File: config.mk
export PLATFORM = sky130hd
export DESIGN_NAME = subsample_readout_seq
export DESIGN_NICKNAME = d
export VERILOG_FILES = /design/src/rtl/sro_pkg.sv /design/src/rtl/sro_clamp.sv /design/src/rtl/sro_step.sv /design/src/rtl/subsample_readout_seq.sv
export SDC_FILE = /design/constraint.sdc
export NUM_CORES = 1
export LEC_CHECK = 0
export BUFFER_PORTS_ARGS = -buffer_cell sky130_fd_sc_hd__buf_2
export CORE_UTILIZATION = 49
export DETAILED_ROUTE_END_ITERATION = 16
export PLACE_DENSITY = 0.71
export SLEW_MARGIN = 20
export SYNTH_ARGS = -nofsm -noshare
export SYNTH_HDL_FRONTEND = slang
export SYNTH_SLANG_ARGS = --single-unit
File: constraint.sdc
create_clock -name clk -period 4.3 [get_ports clk]
set_input_delay 0.86 -clock clk [delete_from_list [all_inputs] [get_ports clk]]
set_output_delay 0.86 -clock clk [all_outputs]
set_load 0.005 [all_outputs]
File: src/rtl/sro_pkg.sv
package sro_pkg;
    typedef enum logic [1:0] {
        ST_IDLE = 2'd0,
        ST_SCAN = 2'd1,
        ST_DONE = 2'd2
    } sro_state_t;

    typedef enum logic [1:0] {
        SUB_FULL = 2'd0,
        SUB_HALF = 2'd1,
        SUB_PAIR = 2'd2,
        SUB_RSVD = 2'd3
    } sro_mode_t;
endpackage

File: src/rtl/sro_clamp.sv
module sro_clamp #(
    parameter int LIMIT = 240,
    parameter int W     = $clog2(LIMIT + 1)
) (
    input  logic [W-1:0] first_i,
    input  logic [W-1:0] count_i,
    output logic [W-1:0] first_o,
    output logic [W-1:0] count_o
);
    localparam logic [W-1:0] LAST_IDX = W'(LIMIT - 1);
    localparam logic [W-1:0] LIM_W    = W'(LIMIT);

    logic [W-1:0] room;

    always_comb begin
        first_o = (first_i > LAST_IDX) ? LAST_IDX : first_i;
        room    = LIM_W - first_o;
        if (count_i == '0)
            count_o = W'(1);
        else if (count_i > room)
            count_o = room;
        else
            count_o = count_i;
    end
endmodule

File: src/rtl/sro_step.sv
module sro_step #(
    parameter int W = 8
) (
    input  logic [W-1:0] idx,
    input  logic [W-1:0] size,
    input  logic [1:0]   mode,
    output logic [W-1:0] nxt,
    output logic         last
);
    import sro_pkg::*;

    logic [W+1:0] wide;
    logic [2:0]   inc;

    always_comb begin
        unique case (sro_mode_t'(mode))
            SUB_HALF: inc = 3'd2;
            SUB_PAIR: inc = idx[0] ? 3'd3 : 3'd1;
            default:  inc = 3'd1;
        endcase
        wide = {2'b00, idx} + (W+2)'(inc);
        last = wide >= {2'b00, size};
        nxt  = wide[W-1:0];
    end
endmodule

File: src/rtl/subsample_readout_seq.sv
module subsample_readout_seq #(
    parameter int COLS  = 1920,
    parameter int ROWS  = 1200,
    parameter int LANES = 8,
    parameter int DUMMY = 4,
    localparam int NGRP  = COLS / LANES,
    localparam int NPAIR = ROWS / 2,
    localparam int GW    = $clog2(NGRP + 1),
    localparam int PW    = $clog2(NPAIR + 1),
    localparam int RW    = $clog2(ROWS + 1),
    localparam int RAW   = $clog2(ROWS + 2 * DUMMY),
    localparam int CAW   = $clog2(COLS + 2 * DUMMY)
) (
    input  logic           clk,
    input  logic           rst,
    input  logic           start,
    input  logic [GW-1:0]  cfg_grp_first,
    input  logic [GW-1:0]  cfg_grp_count,
    input  logic [PW-1:0]  cfg_row_pair_first,
    input  logic [PW-1:0]  cfg_row_pair_count,
    input  logic [1:0]     cfg_mode,
    output logic           busy,
    output logic           out_valid,
    output logic [RAW-1:0] row_sel,
    output logic [CAW-1:0] col_addr,
    output logic           row_start,
    output logic           frame_start,
    output logic           frame_done
);
    import sro_pkg::*;

    sro_state_t    state;
    logic [GW-1:0] lat_gf, lat_gc, cl_gf, cl_gc;
    logic [PW-1:0] lat_pf, lat_pc, cl_pf, cl_pc;
    logic [1:0]    lat_mode;
    logic [GW-1:0] k_col, col_nxt;
    logic [RW-1:0] k_row, row_nxt, row_size;
    logic          col_last, row_last;

    sro_clamp #(.LIMIT(NGRP), .W(GW)) u_clamp_col (
        .first_i(cfg_grp_first), .count_i(cfg_grp_count),
        .first_o(cl_gf),         .count_o(cl_gc)
    );

    sro_clamp #(.LIMIT(NPAIR), .W(PW)) u_clamp_row (
        .first_i(cfg_row_pair_first), .count_i(cfg_row_pair_count),
        .first_o(cl_pf),              .count_o(cl_pc)
    );

    assign row_size = RW'({lat_pc, 1'b0});

    sro_step #(.W(GW)) u_step_col (
        .idx(k_col), .size(lat_gc), .mode(lat_mode),
        .nxt(col_nxt), .last(col_last)
    );

    sro_step #(.W(RW)) u_step_row (
        .idx(k_row), .size(row_size), .mode(lat_mode),
        .nxt(row_nxt), .last(row_last)
    );

    // state register, counters and captured configuration
    always_ff @(posedge clk) begin
        if (rst) begin
            state    <= ST_IDLE;
            k_col    <= '0;
            k_row    <= '0;
            lat_gf   <= '0;
            lat_gc   <= '0;
            lat_pf   <= '0;
            lat_pc   <= '0;
            lat_mode <= '0;
        end else begin
            unique case (state)
                ST_IDLE: begin
                    if (start) begin
                        lat_gf   <= cl_gf;
                        lat_gc   <= cl_gc;
                        lat_pf   <= cl_pf;
                        lat_pc   <= cl_pc;
                        lat_mode <= cfg_mode;
                        k_col    <= '0;
                        k_row    <= '0;
                        state    <= ST_SCAN;
                    end
                end
                ST_SCAN: begin
                    if (col_last) begin
                        k_col <= '0;
                        if (row_last)
                            state <= ST_DONE;
                        else
                            k_row <= row_nxt;
                    end else begin
                        k_col <= col_nxt;
                    end
                end
                ST_DONE: state <= ST_IDLE;
                default: state <= ST_IDLE;
            endcase
        end
    end

    // outputs
    always_comb begin
        busy        = (state != ST_IDLE);
        out_valid   = (state == ST_SCAN);
        row_start   = out_valid && (k_col == '0);
        frame_start = row_start && (k_row == '0);
        frame_done  = (state == ST_DONE);
        row_sel     = RAW'(DUMMY) + RAW'({lat_pf, 1'b0}) + RAW'(k_row);
        col_addr    = CAW'(DUMMY) + CAW'(LANES) * (CAW'(lat_gf) + CAW'(k_col));
    end
endmodule

==> metrics.cfg, run 1 <==
[worst_setup_path]
worstPathMaxFanout = 5
end_kind = register
path_class = reg2reg
worstSetupStartpointType = register
cp.arrival_ns = 4.23
required_ns = 4.52
r2r_slack_ns = 0.30

[yosys]
synth.cell_area_sq_um = 4980
synth.avg_cell_area_sq_um = 7.84
yosysTopAreaCellShare = 0.237
ys_ff_latch = 59
synth-main-ff-cell = dfxtp_1
async_flop_share = 0
ys.warnings.count = 0
syn_inst = 635
synth_top_area_cell = dfxtp_1
yosysSeqAreaShare = 0.237
ys_types = 60
synth_edf_count = 0
ys_top_cells_by_area = dfxtp_1, ha_1, nor2_1

[global_route]
grt_pass1_wl_mm = 20.7
track_usage = 0.252
grt_pass1_vias = 4258
grt.overflow.total = 0
grt_max_degree = 40
grt_antenna_before_repair = 0

[place]
port_buffers = 64
dpl-instance-area_sq_um = 5340
pre_cts_slack_ns = 0.119
globalplace.congestion = 0.916
dpl.hpwl_mm = 9.89

[timing]
slew-limit-headroom = 0.362
finalSetupViolCount = 0
worstMarginPinSlew_ns = 0.954
fin_skew_ns = 0.0117
slew_viol_final = 0
fmax_mhz = 250
rsz0062_at_grt = no
fin_crit_sh = 0.931
period_needed_ns = 4.00
finalSetupTns_ns = 0
hold_viol = 0
setup_ws_ns = 0.297

[outcome]
status = finished clean

[routing]
vias_per_cell = 5.75
wl_mm = 12.6
route.vias.total = 4719
detail-route-antenna-nets = 0
post_drt_wl_per_cell_microns = 15.4
drc = 0
dr.pass1.iters = 5
drt_iter0_markers = 201

[clocking]
clk_path_buf_depth = 2
postCtsSetupBuffers = 0
cts_made_buffers = 9
ctsHtreeMaxLevel = 3
clkLatencyLatePin_ns = 0.34
numClockSinks = 59
root_buffer = clkbuf_8
path_clk_slew_ns = 0.07
hold_buffers = 0
cts_tree = built

[floorplanning]
start_util = 0.507
rows = 36
die_h_microns = 103
dieArea_sq_um = 10600
ioPinCount = 68
core_area_sq_um = 9820
die_x_microns = 103

[flow_run]
maxCapViolCount = 0

[finish]
area_growth_pct = 11.6
fin_util = 0.566
design_area_sq_um = 5560
drive_gt1_frac = 0.137
nets = 796
num_antenna_cells = 0

[hold_path]
hold_path_class = reg2reg

[power_and_ir_drop]
pwr_density_cell_nw_per_um2 = 364
cellLeakagePower_nw = 2.58
vdd_ir_drop_max_uv = 174

critical path: stages (launching register included):
cell and delay (ns):
dfxtp_1 0.38, inv_1 0.06, ha_1 0.21, a21oi_1 0.15, nor2_1 0.08, fa_1 0.49
and3_1 0.25, and3_1 0.19, and3_1 0.19, xor2_1 0.23, ha_1 0.30, a211oi_1 0.20
nor2_1 0.10, o41a_1 0.34, nor2_1 0.29, nand3_1 0.14, a32o_1 0.29
layer usage:
layer | share of wire | track usage | wire, microns
met4 | 0.0059 | 0.0683 | 75
met2 | 0.45 | 0.388 | 5640
met1 | 0.49 | 0.355 | 6150
met3 | 0.059 | 0.0529 | 743
met5 | 0 | 0 | 0
path summary, 6_finish.rpt:
path / start / cells after the start / end
hold / removal: lat_gc[1]$_SDFFE_PP0P_ / 2 / lat_gc[1]$_SDFFE_PP0P_
setup reg to reg: lat_mode[0]$_SDFFE_PP0P_ / 16 / k_row[7]$_SDFFE_PP0P_
setup / recovery: lat_mode[0]$_SDFFE_PP0P_ / 16 / k_row[7]$_SDFFE_PP0P_
hold reg to reg: lat_gc[1]$_SDFFE_PP0P_ / 2 / lat_gc[1]$_SDFFE_PP0P_
state kept, by name (all words and copies together) (netlist names):
signal and cells:
k_col 8, lat_pf 10, state 2, k_row 11
lat_gf 8, lat_pc 10, lat_mode 2, lat_gc 8
stage by stage:
step                      std cells  hold WS [ns]  total power [mW]
after global placement          804         0.444              1.46
after detailed placement        804         0.450              1.48
after CTS                       820         0.465              2.02
after floorplan                 636         0.425              1.24
final                           820         0.461              2.02
after global routing            820         0.492              2.17
report_power, final:
| group | internal (mW) | switching (mW) | total (mW) |
|---|---|---|---|
| logic | 0.312 | 0.499 | 0.811 |
| registers | 0.619 | 0.0608 | 0.680 |
| clock network | 0.313 | 0.220 | 0.533 |
| total | 1.24 | 0.780 | 2.02 |
kinds of logic (layout without fill, tap and decap cells):
group	Yosys count	in the layout	synth area share
multiplexers	8	8	0.0163
AO/OA/AOI/OAI	141	141	0.192
flip-flops	59	59	0.237
other	2	3	0.00151
adder cells (fa/ha/maj)	73	73	0.189
buffers and inverters	88	139	0.0766
XOR/XNOR	35	35	0.0615
AND/OR/NAND/NOR	229	229	0.226
repair_timing:
action,4_1_cts,5_1_grt
endpoints found under the hold margin,0,0
gates resized for setup,0,3
endpoints found under the setup margin,0,6
area by class of cell:
cell class | instances | area (sq um)
Inverter | 54 | 203
Multi-Input combinational cell | 489 | 3440
Tap cell | 133 | 166
Fill cell | 962 | 4260
Clock inverter | 4 | 47.5
Sequential cell | 59 | 1180
Clock buffer | 12 | 165
Timing Repair Buffer | 69 | 358
cells in the final DEF (no fill, tap or decap), types with 4 or more instances in the layout:
cell,synthesis,final
o21ai_0,21,21
fa_1,4,4
a211oi_1,12,12
a21oi_1,42,42
nand3_1,23,23
nor4_1,13,12
nand2_1,52,52
xor2_1,9,9
nor2_1,66,65
xnor2_1,26,26
or4_1,4,4
inv_1,53,53
a21o_1,7,7
dfxtp_1,59,59
nand4_1,11,11
ha_1,69,69
nor3_1,15,15
nor2b_1,5,5
a31oi_1,5,5
buf_2,11,64
a41o_1,4,4
mux2i_1,7,7
and4_1,4,4
nand2b_1,5,5
and3_1,13,13
buf_4,6,5
o31ai_1,10,10
clkbuf_8,0,12
a221o_1,6,6
cell usage after synthesis (all sizes together) (3+ instances only):
cell     n
a211oi  12
a21o     7
a21oi   43
a221o    6
a22oi    3
a311oi   3
a31oi    5
a41o     4
and3    13
and4     4
buf     19
clkbuf  15
dfxtp   59
fa       4
ha      69
inv     53
mux2i    7
nand2   52
nand2b   5
nand3   23
nand3b   3
nand4   12
nor2    66
nor2b    5
nor3    15
nor3b    4
nor4    13
o211ai   3
o21a     3
o21ai   21
o311ai   3
o31ai   10
or2      3
or3      3
or4      4
xnor2   26
xor2     9
Power figures use the tool's default switching activity.
==> run 2: changes to the inputs <==
- CELL_PAD_IN_SITES_DETAIL_PLACEMENT: unset -> 1
- CELL_PAD_IN_SITES_GLOBAL_PLACEMENT: unset -> 1
- CORE_UTILIZATION: 49 -> 43
- PLACE_DENSITY: 0.71 -> 0.82
==> run 2 against run 1 <==
Net effect: critical path depth unchanged; total power up 6.8%; cell count up 0.85%; via count up 2.5%; flip-flop and latch count unchanged; largest cell class unchanged; largest power group unchanged; highest routed layer unchanged.
==> metrics.cfg, run 2 (synthesized netlist as in run 1, its figures left out) <==
[place]
pre_cts_slack_ns = -0.0682  ; -0.187 ns
dpl.hpwl_mm = 11.4  ; +16%
port_buffers = 64  ; unchanged
place_inst = 812  ; +1.0%
dpl-instance-area_sq_um = 5350  ; +0.30%
globalplace.congestion = 0.896  ; -2.2%

[floorplanning]
die_h_microns = 110  ; +6.6%
core_area_sq_um = 11100  ; +13%
rows = 38  ; +5.6%
dieArea_sq_um = 12000  ; +14%
start_util = 0.450  ; -0.0576
die_x_microns = 110  ; +6.6%
ioPinCount = 68  ; unchanged

[flow_run]
maxCapViolCount = 0  ; unchanged

[power_and_ir_drop]
pwr-share-seq = 0.315  ; -0.021
p_sw_mw = 0.827  ; +6.1%
vdd_ir_drop_max_uv = 212  ; +22%
internal_power_mw = 1.34  ; +7.3%
combPwrFrac = 0.389  ; -0.012
power.share.switching = 0.383  ; -0.00269
cellLeakagePower_nw = 2.61  ; +1.1%
pwr_density_cell_nw_per_um2 = 384  ; +5.4%
totalPowerFinal_mw = 2.16  ; +6.8%
pwr-share-clk = 0.297  ; +0.034

[timing]
fin_crit_sh = 0.947  ; +0.0160
slew-limit-headroom = 0.404  ; +0.0421
timing.hold.ws_ns = 0.453  ; -0.00716 ns
finalSetupViolCount = 0  ; unchanged
slew_viol_final = 0  ; unchanged
hold_viol = 0  ; unchanged
rsz0062_at_grt = no
worstMarginPinSlew_ns = 0.891  ; -0.0629 ns
fin_skew_ns = 0.00810  ; -0.00358 ns
fmax_mhz = 246  ; -1.7%
period_needed_ns = 4.07  ; +0.0690 ns
finalSetupTns_ns = 0  ; unchanged
setup_ws_ns = 0.228  ; -0.0690 ns

[worst_setup_path]
required_ns = 4.52  ; about the same
crit_buf_inv = 1  ; unchanged
end_kind = register
r2r_slack_ns = 0.23  ; -0.07 ns
worstPathMaxFanout = 10  ; +5
timing.rr.start = lat_mode[0]$_SDFFE_PP0P_
worstSetupStartpointType = register
path_cells = inv_1 -> ha_1 -> a21oi_1 -> nor2_1 -> fa_1 -> and3_1 -> and3_1 -> and3_1 -> xor2_2 -> ha_1 -> a211oi_2 -> nor2_1 -> o41a_1 -> or2_4 -> o211a_1 -> a41o_1
reg2reg_to = k_row[8]$_SDFFE_PP0P_
path_class = reg2reg
crit_family = simple AND/OR/NAND/NOR gates
slowest_stage = fa_1
reg2reg_depth = 16  ; unchanged
cp.arrival_ns = 4.29  ; +0.06 ns
path_common_cell = and3_1
slowest_delay_ns = 0.47  ; -0.02 ns

[clocking]
numClockSinks = 59  ; unchanged
path_clk_slew_ns = 0.05  ; -0.02 ns
cts_made_buffers = 9  ; unchanged
clkLatencyLatePin_ns = 0.34  ; about the same
root_buffer = clkbuf_16
hold_buffers = 0  ; unchanged
ctsHtreeMaxLevel = 3  ; unchanged
postCtsSetupBuffers = 0  ; unchanged
cts_tree = built
clk_path_buf_depth = 2  ; unchanged

[finish]
top_register = k_row
final_common_cell = ha_1
design_area_sq_um = 5640  ; +1.4%
largest_register_ff_count = 11  ; unchanged
num_antenna_cells = 0  ; unchanged
multiInputGateArea_sq_um = 3450  ; +0.36%
stdcell_count = 827  ; +0.85%
layout_common_cells = ha_1, nor2_1, buf_2
regArea_sq_um = 1180  ; unchanged
fin_util = 0.509  ; -0.0573
top_regs = k_row: 11 flops, lat_pc: 10 flops, lat_pf: 10 flops
nets = 797  ; +0.13%
area_growth_pct = 13.2
nFillCells = 1393  ; +45%
drive_gt1_frac = 0.137  ; unchanged

[routing]
detail-route-antenna-nets = 0  ; unchanged
dr.pass1.iters = 4  ; -1
wl_mm = 14.7  ; +17%
drc = 0  ; unchanged
vias_per_cell = 5.85  ; +1.7%
post_drt_wl_per_cell_microns = 17.8  ; +16%
route.vias.total = 4839  ; +2.5%
drt_iter0_markers = 167  ; -17%

[hold_path]
worstHoldStart = lat_gc[1]$_SDFFE_PP0P_
hold_end = lat_gc[1]$_SDFFE_PP0P_
holdPathStages = 2  ; unchanged
hold_path_class = reg2reg

[global_route]
grt_max_degree = 42  ; +5.0%
track_usage = 0.257  ; +0.00565
grt_pass1_vias = 4893  ; +15%
grt.overflow.total = 0  ; unchanged
grt_antenna_before_repair = 0  ; unchanged
grt_pass1_wl_mm = 23.8  ; +15%

[outcome]
status = finished clean

run 2: changes by cell type in the layout (fill, tap and decap cells not counted):
cell,previous run,this run
clkbuf_1,0,2
clkbuf_8,12,1
o21ai_0,21,20
a211oi_1,12,11
clkinvlp_4,1,0
buf_4,5,6
xor2_1,9,8
clkbuf_16,0,9
bufinv_16,1,0
a211oi_2,0,1
xor2_2,0,1
clkinv_2,2,3
o21ai_1,0,1
run 2: power groups by stage:
stage                     combinational (mW)  sequential (mW)  clock, mW
final                                  0.840            0.680      0.642
after global routing                   0.938            0.688      0.670
after CTS                              0.829            0.680      0.647
after detailed placement               0.817            0.690          0
after global placement                 0.777            0.686          0
after floorplan                        0.573            0.665          0
run 2: worst reg2reg max path, cell delays in order, from the launching register on:
cell      delay [ns]
dfxtp_1         0.39
inv_1           0.07
ha_1            0.21
a21oi_1         0.16
nor2_1          0.09
fa_1            0.47
and3_1          0.25
and3_1          0.21
and3_1          0.21
xor2_2          0.17
ha_1            0.33
a211oi_2        0.21
nor2_1          0.10
o41a_1          0.35
or2_4           0.32
o211a_1         0.22
a41o_1          0.20
run 2: worst max path at each step:
stage                             end  cells after the start  slack (ns)                startpoint
2_1_floorplan  lat_pc[3]$_SDFFE_PP0P_                     18        0.50     cfg_row_pair_first[5]
3_3_place_gp   lat_pc[8]$_SDFFE_PP0P_                     17        0.06     cfg_row_pair_first[7]
6_report        k_row[8]$_SDFFE_PP0P_                     16        0.23  lat_mode[0]$_SDFFE_PP0P_
3_5_place_dp   lat_pc[8]$_SDFFE_PP0P_                     19       -0.07     cfg_row_pair_first[7]
4_1_cts         k_row[8]$_SDFFE_PP0P_                     16        0.11  lat_mode[0]$_SDFFE_PP0P_
5_1_grt         k_row[0]$_SDFFE_PP0P_                     17       0.006  lat_mode[0]$_SDFFE_PP0P_
run 2: metal layers:
metal | part of all wire | global-route usage | vias up
met4 | 0.015 | 0.0848 | 0
li1 | - | - | 2382
met2 | 0.48 | 0.434 | 114
met3 | 0.040 | 0.0379 | 20
met1 | 0.47 | 0.335 | 2323
met5 | 0 | 0 | -
run 2: cell type report:
cell class	instances	share of cell area
timing repair buffer	70	0.0648
inverter	54	0.0360
sequential	59	0.210
tap	140	0.0311
clock inverter	3	0.00266
clock buffer	12	0.0437
multi-input combinational	489	0.612
run 2: timing repair:
action | 4_1_cts | 5_1_grt
endpoints found under the hold margin | 0 | 0
endpoints found under the setup margin | 0 | 13
gates resized for setup | 0 | 6
